--- src/rtl/pcm_frame_port.sv ---
module pcm_frame_port #(
  parameter int W = 8
) (
  input  logic         clk,
  input  logic         rst_n,
  input  logic         bclk,
  input  logic         fsx,
  input  logic         fsr,
  input  logic         dr,
  input  logic [W-1:0] tx_word,
  output logic         dx,
  output logic         dx_oe,
  output logic [W-1:0] rx_word,
  output logic         rx_valid,
  output logic         long_mode,
  output logic         fs_err
);
  localparam int CW = $clog2(W + 1);
  localparam logic [CW-1:0] NLAST = CW'(W);
  localparam logic [CW-1:0] NPRE  = CW'(W - 1);

  typedef enum logic [2:0] {T_IDLE, T_WFALL, T_WRISE, T_SHIFT, T_DRAIN} tx_st_t;

  logic bclk_q, fsx_q, fsr_q;
  logic b_rise, b_fall, fsx_rise, fsx_fall, fsr_rise;

  assign b_rise   = bclk & ~bclk_q;
  assign b_fall   = ~bclk & bclk_q;
  assign fsx_rise = fsx & ~fsx_q;
  assign fsx_fall = ~fsx & fsx_q;
  assign fsr_rise = fsr & ~fsr_q;

  always_ff @(posedge clk) begin
    if (!rst_n) begin
      bclk_q <= 1'b0;
      fsx_q  <= 1'b0;
      fsr_q  <= 1'b0;
    end else begin
      bclk_q <= bclk;
      fsx_q  <= fsx;
      fsr_q  <= fsr;
    end
  end

  logic [1:0] fs_len;

  always_ff @(posedge clk) begin
    if (!rst_n) begin
      fs_len    <= 2'd0;
      long_mode <= 1'b0;
      fs_err    <= 1'b0;
    end else begin
      fs_err <= 1'b0;
      if (fsx_rise)
        fs_len <= {1'b0, b_fall};
      else if (b_fall && fsx && fs_len != 2'd3)
        fs_len <= fs_len + 2'd1;
      if (fsx_fall) begin
        case (fs_len)
          2'd1:    long_mode <= 1'b0;
          2'd2:    fs_err    <= 1'b1;
          2'd3:    long_mode <= 1'b1;
          default: ;
        endcase
      end
    end
  end

  tx_st_t        ts;
  logic [W-1:0]  sh;
  logic [CW-1:0] n;

  always_ff @(posedge clk) begin
    if (!rst_n) begin
      ts    <= T_IDLE;
      sh    <= '0;
      n     <= '0;
      dx_oe <= 1'b0;
    end else if (fsx_rise) begin
      sh <= tx_word;
      if (long_mode && bclk) begin
        dx_oe <= 1'b1;
        n     <= 1;
        ts    <= T_SHIFT;
      end else begin
        dx_oe <= 1'b0;
        n     <= '0;
        ts    <= (long_mode || b_fall) ? T_WRISE : T_WFALL;
      end
    end else begin
      case (ts)
        T_WFALL: if (b_fall) ts <= fsx ? T_WRISE : T_IDLE;
        T_WRISE: if (b_rise) begin
          dx_oe <= 1'b1;
          n     <= 1;
          ts    <= T_SHIFT;
        end
        T_SHIFT: begin
          if (b_rise && n != NLAST) begin
            sh <= {sh[W-2:0], 1'b0};
            n  <= n + 1'b1;
          end else if (b_fall && n == NLAST) begin
            if (!long_mode || !fsx) begin
              dx_oe <= 1'b0;
              ts    <= T_IDLE;
            end else begin
              ts <= T_DRAIN;
            end
          end
        end
        T_DRAIN: if (!fsx) begin
          dx_oe <= 1'b0;
          ts    <= T_IDLE;
        end
        default: ts <= T_IDLE;
      endcase
    end
  end

  assign dx = dx_oe & sh[W-1];

  logic [W-1:0]  rsh;
  logic [CW-1:0] rn;
  logic          r_wait, r_act;

  always_ff @(posedge clk) begin
    if (!rst_n) begin
      rsh      <= '0;
      rn       <= '0;
      r_wait   <= 1'b0;
      r_act    <= 1'b0;
      rx_word  <= '0;
      rx_valid <= 1'b0;
    end else begin
      rx_valid <= 1'b0;
      if (fsr_rise) begin
        r_act  <= long_mode;
        r_wait <= ~long_mode;
        rn     <= '0;
      end else if (r_wait && b_fall) begin
        r_wait <= 1'b0;
        r_act  <= fsr;
        rn     <= '0;
      end else if (r_act && b_fall) begin
        rsh <= {rsh[W-2:0], dr};
        rn  <= rn + 1'b1;
        if (rn == NPRE) begin
          rx_word  <= {rsh[W-2:0], dr};
          rx_valid <= 1'b1;
          r_act    <= 1'b0;
        end
      end
    end
  end
endmodule

--- config.mk ---
export PLATFORM = sky130hd
export DESIGN_NAME = pcm_frame_port
export DESIGN_NICKNAME = d
export VERILOG_FILES = /design/src/rtl/pcm_frame_port.sv
export SDC_FILE = /design/constraint.sdc
export NUM_CORES = 1
export LEC_CHECK = 0
export BUFFER_PORTS_ARGS = -buffer_cell sky130_fd_sc_hd__buf_4
export CAP_MARGIN = 20
export CORE_ASPECT_RATIO = 0.5
export CORE_MARGIN = 4
export CORE_UTILIZATION = 45
export CTS_CLUSTER_DIAMETER = 80
export DETAILED_ROUTE_END_ITERATION = 10
export GPL_TIMING_DRIVEN = 0
export PLACE_DENSITY = 0.69
export SLEW_MARGIN = 20
export SYNTH_ARGS = -nofsm -noshare
export SYNTH_HDL_FRONTEND = slang
export SYNTH_SLANG_ARGS = --single-unit
--- constraint.sdc ---
create_clock -name clk -period 1.7 [get_ports clk]
set_clock_uncertainty 0.2 [all_clocks]
set_input_delay 0.34 -clock clk [delete_from_list [all_inputs] [get_ports clk]]
set_output_delay 0.34 -clock clk [all_outputs]
set_load 0.01 [all_outputs]
Yosys cells after proc, flatten, opt, wreduce, memory -nomap -nowiden
Index checks and enable logic that the tools add are counted.
{ "op_classes": {"addsub": 3, "eq_ne": 18, "muxes": 38, "bitwise": 16, "n_reduce_logical": 32} }
{ "ops": {"columns": ["op", "count"], "rows": [
  ["2-to-1 mux 8 bit", 3],
  ["2-to-1 mux 3 bit", 7],
  ["!= test 3 bit (second input constant)", 7],
  ["2-to-1 mux 1 bit", 18],
  ["2-to-1 mux 4 bit", 3],
  ["case mux 3 bit (4 select lines)", 1],
  ["inverter 1 bit", 10],
  ["nonzero test 2 bit", 5],
  ["nonzero test 3 bit", 3],
  ["adder 4 x 1 -> 4 bit (second input constant)", 2],
  ["case mux 4 bit (2 select lines)", 1],
  ["AND reduction 2 bit", 4],
  ["logical AND 1 bit", 7],
  ["bitwise AND 1 bit", 6],
  ["equality test 3 x 2 -> 1 bit (second input constant)", 2],
  ["2-to-1 mux 2 bit", 3],
  ["AND reduction 3 bit", 2],
  ["AND reduction 6 bit", 1],
  ["AND reduction 5 bit", 1],
  ["equality test 2 bit (second input constant)", 2],
  ["equality test 4 x 3 -> 1 bit (second input constant)", 1],
  ["equality test 4 bit (second input constant)", 1],
  ["!= test 4 bit (second input constant)", 1],
  ["AND reduction 4 bit", 1],
  ["other kinds (13)", 15]
]} }
{ "totals": {"register_bits": 45, "elab_cells": 124} }

Longest topological paths before layout
Gate-level depths: netlist of the first run.
{ "depth": {"depth_word": 7, "mapped_depth": 8} }

Worst setup path after synthesis of the first run
No wires, ideal clock.
{ "synth_timing": {"path_type": "register to register", "start": "register n[0]", "end": "register ts[0]", "setup_time_ps": 73, "arrival_ps": 1466, "required_ps": 1427, "slack_ps": -39, "path_stages_with_launch": 8, "period_less_slack_ps": 1739, "cell_sequence": "dfxtp_1 -> inv_1 -> ha_1 -> nand4b_1 -> nor2_1 -> a2111o_1 -> o311a_1 -> nor3_2"} }
{ "synth_between": {"elab_chain_len": 4} }
{ "synth_lines": {"columns": ["item", "line_no", "rtl"], "rows": [
  ["start: declaration", "71", "logic [CW-1:0] n;"],
  ["start signal: assignment", "101", "n <= n + 1'b1;"],
  ["equality test 4 bit or != test 4 bit (tied branches)", "102, 99", null],
  ["logical AND 1 bit (on tied branches)", "102, 99", null],
  ["!= test 3 bit (no source line)", null, null],
  ["AND reduction 5 bit (no source line) *", null, null],
  ["end signal: assignment", "88", "ts <= (long_mode || b_fall) ? T_WRISE : T_WFALL;"],
  ["end signal: assignment", "92", "T_WFALL: if (b_fall) ts <= fsx ? T_WRISE : T_IDLE;"],
  ["end: declaration", "69", "tx_st_t ts;"]
]} }
Every way passes the cells marked *; elsewhere a longest branch is shown, timed or not.
A chain may end at the register's enable or synchronous reset.

Final worst setup path of the first run
{ "layout_timing": {"start": "register n[1]", "end": "register dx_oe"} }
{ "layout_between": {"elab_chain_len": 4} }
{ "layout_lines": {"columns": ["item", "line_no", "rtl"], "rows": [
  ["equality test 4 bit or != test 4 bit (tied branches)", "102, 99", null],
  ["logical AND 1 bit (on tied branches)", "102, 99", null],
  ["!= test 3 bit (no source line)", null, null],
  ["AND reduction 6 bit (no source line) *", null, null],
  ["end signal: assignment", "94", "dx_oe <= 1'b1;"],
  ["end signal: assignment", "104", "dx_oe <= 1'b0;"],
  ["end signal: assignment", "112", "dx_oe <= 1'b0;"],
  ["end: declaration", "12", "output logic dx_oe,"]
]} }
Marked as above.

==> run metrics, run 1 <==
status finished, final reports clean; CTS Root Cell clkbuf_8; Util after Layout 0.617; Slowest cell on crit path a2111o_1; initial antenna violation count 0; grt ovf 0; Avg WL per Cell 13.5 um; simple-gate share of the synthesized area 0.258; adder and majority gate portion of the synthesized area 0.0368; Die Area 5740 um^2; Routability Congestion 0.844; DRT Pass-1 Iters 5; Slew @ Worst Pin 568 ps; Seq cells post-synth 45; Min-Delay Path Class input port to flip-flop; Bufs and invs on worst path 1; pin count of the biggest net entering global routing 17; PwrDens 879 nW/um^2; Worst Hold Depth 2; VDD IR-drop max 0.443 mV; kind of critical path flip-flop to flip-flop; CTS Buf Count 5; reg2reg path depth 7; Cell Chain, Critical Path inv_2, ha_4, nand4b_1, nor2_1, a2111o_1, a21oi_1, a311oi_1; DR vias/cell 5.49; overall power 2240 uW; hold_sp fsr; first-pass GRT wire length 7640 um; TritonCTS Sinks 45; Port-buffer cells 26; final hold vios 0; final setup fails 0; Internal 1660 uW; pre-CTS setup slack -180 ps; floorplan row count 16; Async S/R FF share, synth 0; FF-to-FF End dx_oe$_SDFFE_PN0P_; CTS tree yes; Fmax achieved 592 MHz; Yosys warning count 0; Synth area leader dfxtp_1; PnR worst setup slack 11.4 ps; sequential-to-total area share from yosys stat 0.441; number of synthesized flops with an enable pin 0; Comb pwr share 0.119; clock buffer depth 2; final wirelength 4570 um; multiplexer area fraction after synthesis 0.0441; commonest non-fill, non-tap cell in the layout dfxtp_1; Sw Pwr 578 uW; Synth Cell Area 2040 um^2; Syn Nets 262; most common flop cell mapped by yosys dfxtp_1; Flop pwr share 0.496; WP data required 1660 ps; Synth Area in Compound Gates 0.161; n_diodes 0; CTS HTree Levels 2; drt drc 0; total of max-cap violations 0; layout cells sized above 1 0.243; vias in the first global route 1687; cell family with most CP delay compound AO/OA/AOI/OAI gates; nets 303; die width 103 um; Post-DP HPWL 3090 um; worst skew pair latency 300 ps; top post-synthesis cells by area dfxtp_1, nor2_1, nand2_1; GR Util All Layers 0.163; post-layout minimum cycle time 1690 ps; Placeable Area 4120 um^2; antenna-violating nets left 0; leakage 0.00105 uW; Reg clk slew, reported paths 100 ps; Hold Buf Count CTS 0; most frequent cells in the layout dfxtp_1, nor2_1, buf_4, nand2_1, a21oi_1; Rel. slew slack 0.622; share of the synthesized area in the top cell type 0.441; distinct cell type count after synthesis 46; Crit Reg-Reg Startpoint n[1]$_SDFFE_PN0P_; Worst setup EP type flip-flop; Layout Area Growth over Synthesis 24.8%; Slew Limit Fails 0; Worst EP arrival 1650 ps; crit-path max FO 5; Final Cycle Share 0.993; critical path's largest stage delay 380 ps; cell count after synthesis 242; Avg Cell Area, Syn 8.43 um^2; DRT iter0 DRCs 82; Ports 27; crit start category flip-flop; largest family of logic cells by synthesized area simple AND/OR/NAND/NOR gates; Post-Synth XOR/XNOR Area 0.0129; total number of vias 1857; flop-to-flop setup slack 10 ps; Initial Utilization 0.495; die height 55.6 um; WHS Endpoint fsr_q$_SDFF_PN0_; RSZ-0062 raised after global routing yes; Clk pwr share 0.384; Sw Ratio 0.258
## power groups by stage
| stage | Combinational (uW) | Sequential (uW) | Clock, uW |
|---|---|---|---|
| floorplan | 156 | 1130 | 0 |
| global placement | 221 | 1130 | 0 |
| detailed placement | 226 | 1130 | 0 |
| CTS | 240 | 1110 | 872 |
| global route | 295 | 1120 | 930 |
| finish | 267 | 1110 | 860 |
## registers in the layout (all words and copies together) (netlist names)
signal / cells
n: 4
r_wait: 1
dx_oe: 1
r_act: 1
bclk_q: 1
rx_word: 8
fs_err: 1
ts: 3
long_mode: 1
fsx_q: 1
fs_len: 2
rx_valid: 1
rsh: 7
rn: 4
sh: 8
fsr_q: 1
## metal layers
layer,vias to the layer above,wire (um),part of all wire,global-route usage
met2,36,2180,0.48,0.256
met4,0,28,0.0061,0.0387
met1,889,2180,0.48,0.217
met3,4,187,0.041,0.0513
met5,-,0,0,0
li1,928,-,-,-
## through the flow
stage          cell area, um^2  setup TNS [ps]  hold slack [ps]  cells
2_1_floorplan             2040               0              236    242
3_3_place_gp              2300           -2140              251    322
3_5_place_dp              2300           -2330              248    322
4_1_cts                   2480           -81.0             59.3    334
5_1_grt                   2550           -98.8             59.4    338
6_report                  2550               0             62.8    338
## cells by family after synthesis
family | count (synthesis)
compound gates | 49
buf+inv | 20
mux | 9
fa+ha+maj | 6
simple gates | 110
xor+xnor | 3
flops | 45
## repair_timing
action,in CTS,in global routing
setup buffers,4,4
endpoints found under the setup margin,11,27
gates resized for setup,8,14
pin swaps,8,9
## final cells by class
type | instances | area (um^2)
Fill cell | 373 | 1580
Multi-Input combinational cell | 177 | 1090
Sequential cell | 45 | 910
Timing Repair Buffer | 34 | 255
Buffer | 12 | 73.8
Clock buffer | 5 | 68.8
Tap cell | 54 | 67.6
Clock inverter | 3 | 50.0
Inverter | 8 | 30.0
## worst max-delay path by stage
stage                            from                 end  slack (ps)  cells after the start
global route        n[1]$_SDFFE_PN0P_  dx_oe$_SDFFE_PN0P_         -30                      7
global placement                 bclk  r_act$_SDFFE_PN0P_        -150                      7
CTS                 n[1]$_SDFFE_PN0P_  dx_oe$_SDFFE_PN0P_         -40                      7
floorplan           n[0]$_SDFFE_PN0P_  ts[0]$_SDFFE_PN0P_          60                      7
detailed placement                fsx   n[2]$_SDFFE_PN0P_        -180                      7
finish              n[1]$_SDFFE_PN0P_  dx_oe$_SDFFE_PN0P_          10                      7
## worst reg2reg max path: stages (launching register included)
cell and delay (ps):
dfxtp_2 350, inv_2 50, ha_4 150, nand4b_1 150
nor2_1 60, a2111o_1 380, a21oi_1 160, a311oi_1 60
## cell usage after synthesis (2+ instances only)
master,instances
xor2_1,2
ha_1,6
a21oi_1,17
nand2_1,33
mux2i_1,9
o21ai_0,7
clkbuf_1,4
or2b_1,2
dfxtp_1,45
nand3b_1,3
and2b_1,3
and2_1,4
buf_2,6
and3_1,2
inv_1,7
nand3_1,11
nand4_1,2
a311oi_1,8
nor2_1,36
a22oi_1,2
nor2b_1,5
a31oi_1,4
Note: power is estimated with default switching activity, not from simulation.
==> run 2: changes to the inputs <==
--- a/config.mk
+++ b/config.mk
@@ -5,7 +5,7 @@
 export SDC_FILE = /design/constraint.sdc
 export NUM_CORES = 1
 export LEC_CHECK = 0
-export BUFFER_PORTS_ARGS = -buffer_cell sky130_fd_sc_hd__buf_4
+export BUFFER_PORTS_ARGS = -buffer_cell sky130_fd_sc_hd__buf_2
 export CAP_MARGIN = 20
 export CORE_ASPECT_RATIO = 0.5
 export CORE_MARGIN = 4
==> run metrics, run 2 (same netlist as run 1, synthesis figures left out) <==
DR vias/cell 5.43; kind of critical path flip-flop to flip-flop; clock buffer depth 2; final setup fails 1; layout cells sized above 1 0.265; Ports 27; Layout Area Growth over Synthesis 21.9%; DP Area 2240 um^2; CTS Buf Count 5; top flop regs rx_word x8, sh x8, rsh x7; WP data required 1660 ps; most frequent cells in the layout dfxtp_1, nor2_1, nand2_1, buf_2, a21oi_1; drt drc 0; Hold Buf Count CTS 0; TritonCTS Sinks 45; overall power 2030 uW; FF-to-FF End dx_oe$_SDFFE_PN0P_; total of max-cap violations 0; final hold vios 0; Rel. slew slack 0.634; PwrDens 818 nW/um^2; die height 55.6 um; commonest non-fill, non-tap cell in the layout dfxtp_1; RSZ-0062 raised after global routing yes; Post-DP HPWL 3160 um; Die Area 5740 um^2; Placeable Area 4120 um^2; post-layout minimum cycle time 1720 ps; Port-buffer cells 26; n_diodes 0; hold_sp fsr; pin count of the biggest net entering global routing 15; Register Area 912 um^2; DRT iter0 DRCs 66; Min-Delay Path Class input port to flip-flop; Crit. Startpoint ts[2]$_SDFFE_PN0P_; reg2reg path depth 4; Cell Chain, Critical Path or2b_1, a2111o_1, a21oi_2, a311oi_2; final wirelength 4560 um; total number of vias 1829; Reg clk slew, reported paths 90 ps; VDD IR-drop max 0.383 mV; die width 103 um; Worst setup EP type flip-flop; Slew Limit Fails 0; grt ovf 0; Final Cycle Share 1.01; CTS tree yes; floorplan row count 16; GR Util All Layers 0.166; Routability Congestion 0.849; CTS HTree Levels 2; antenna-violating nets left 0; Finished Cell Area 2490 um^2; vias in the first global route 1659; Avg WL per Cell 13.5 um; status complete, but fails checks; WHS Endpoint fsr_q$_SDFF_PN0_; footprint of the multi-input gates 1120 um^2; WHS 80.3 ps; crit-path max FO 6; worst skew pair latency 300 ps; Crit Reg-Reg Startpoint ts[2]$_SDFFE_PN0P_; Worst Hold Depth 2; failing checks setup timing; PnR worst setup slack -18.3 ps; Initial Utilization 0.495; initial antenna violation count 0; crit start category flip-flop; Finished Layout Cells 337; Slew @ Worst Pin 550 ps; CTS Root Cell clkbuf_8; critical path's largest stage delay 520 ps; first-pass GRT wire length 7780 um; Slowest cell on crit path a2111o_1; flop-to-flop setup slack -20 ps; nets 303; Cells after DPL 322; Fmax achieved 582 MHz; Worst EP arrival 1680 ps; Fill cells 406; DRT Pass-1 Iters 4; leakage 0.00102 uW
## run 2: cell count changes in the layout (fill, tap and decap cells not counted), moves of 3 or more
| cell | previous run | this run |
|---|---|---|
| buf_2 | 4 | 30 |
| a21oi_2 | 1 | 4 |
| a21oi_1 | 16 | 13 |
| buf_4 | 35 | 7 |
## run 2: final cells by class
class | instances | share of cell area
clock inverter | 2 | 0.00654
buffer | 12 | 0.0297
timing repair buffer | 34 | 0.0780
sequential | 45 | 0.367
inverter | 8 | 0.0131
multi-input combinational | 177 | 0.451
clock buffer | 5 | 0.0277
tap | 54 | 0.0272
## run 2: stage by stage
step            util  setup WS (ps)  setup TNS, ps
2_1_floorplan      -           56.4              0
3_3_place_gp   0.543           -159          -2020
3_5_place_dp   0.543           -186          -2620
4_1_cts        0.584          -65.9           -133
5_1_grt        0.603          -81.5           -391
6_report       0.603          -18.3          -18.3
## run 2: power breakdown
part / total, uW / internal, uW / switching [uW]
Combinational: 267 / 116 / 151
Clock: 656 / 284 / 372
Sequential: 1110 / 1090 / 23.1
## run 2: critical path, delay by kind of cell, from the launching register on
family	cells	cell delay [ps]
simple gates	1	270
compound gates	3	750
flops	1	360
## run 2: routing by layer
layer | part of all wire | global-route usage | wire length, um
met3 | 0.049 | 0.0476 | 222
met4 | 0.010 | 0.0406 | 47
met2 | 0.47 | 0.262 | 2150
met5 | 0 | 0 | 0
met1 | 0.47 | 0.224 | 2140
## run 2: worst max path at each step
stage / end
global placement: r_act$_SDFFE_PN0P_
global route: n[1]$_SDFFE_PN0P_
detailed placement: n[2]$_SDFFE_PN0P_
floorplan: ts[0]$_SDFFE_PN0P_
finish: dx_oe$_SDFFE_PN0P_
CTS: dx_oe$_SDFFE_PN0P_
## run 2: what timing repair did
item / CTS / global route
endpoints found under the setup margin: 11 / 26
pin swaps: 9 / 7
setup buffers: 5 / 3
resized for setup: 13 / 19
cloned: 0 / 0
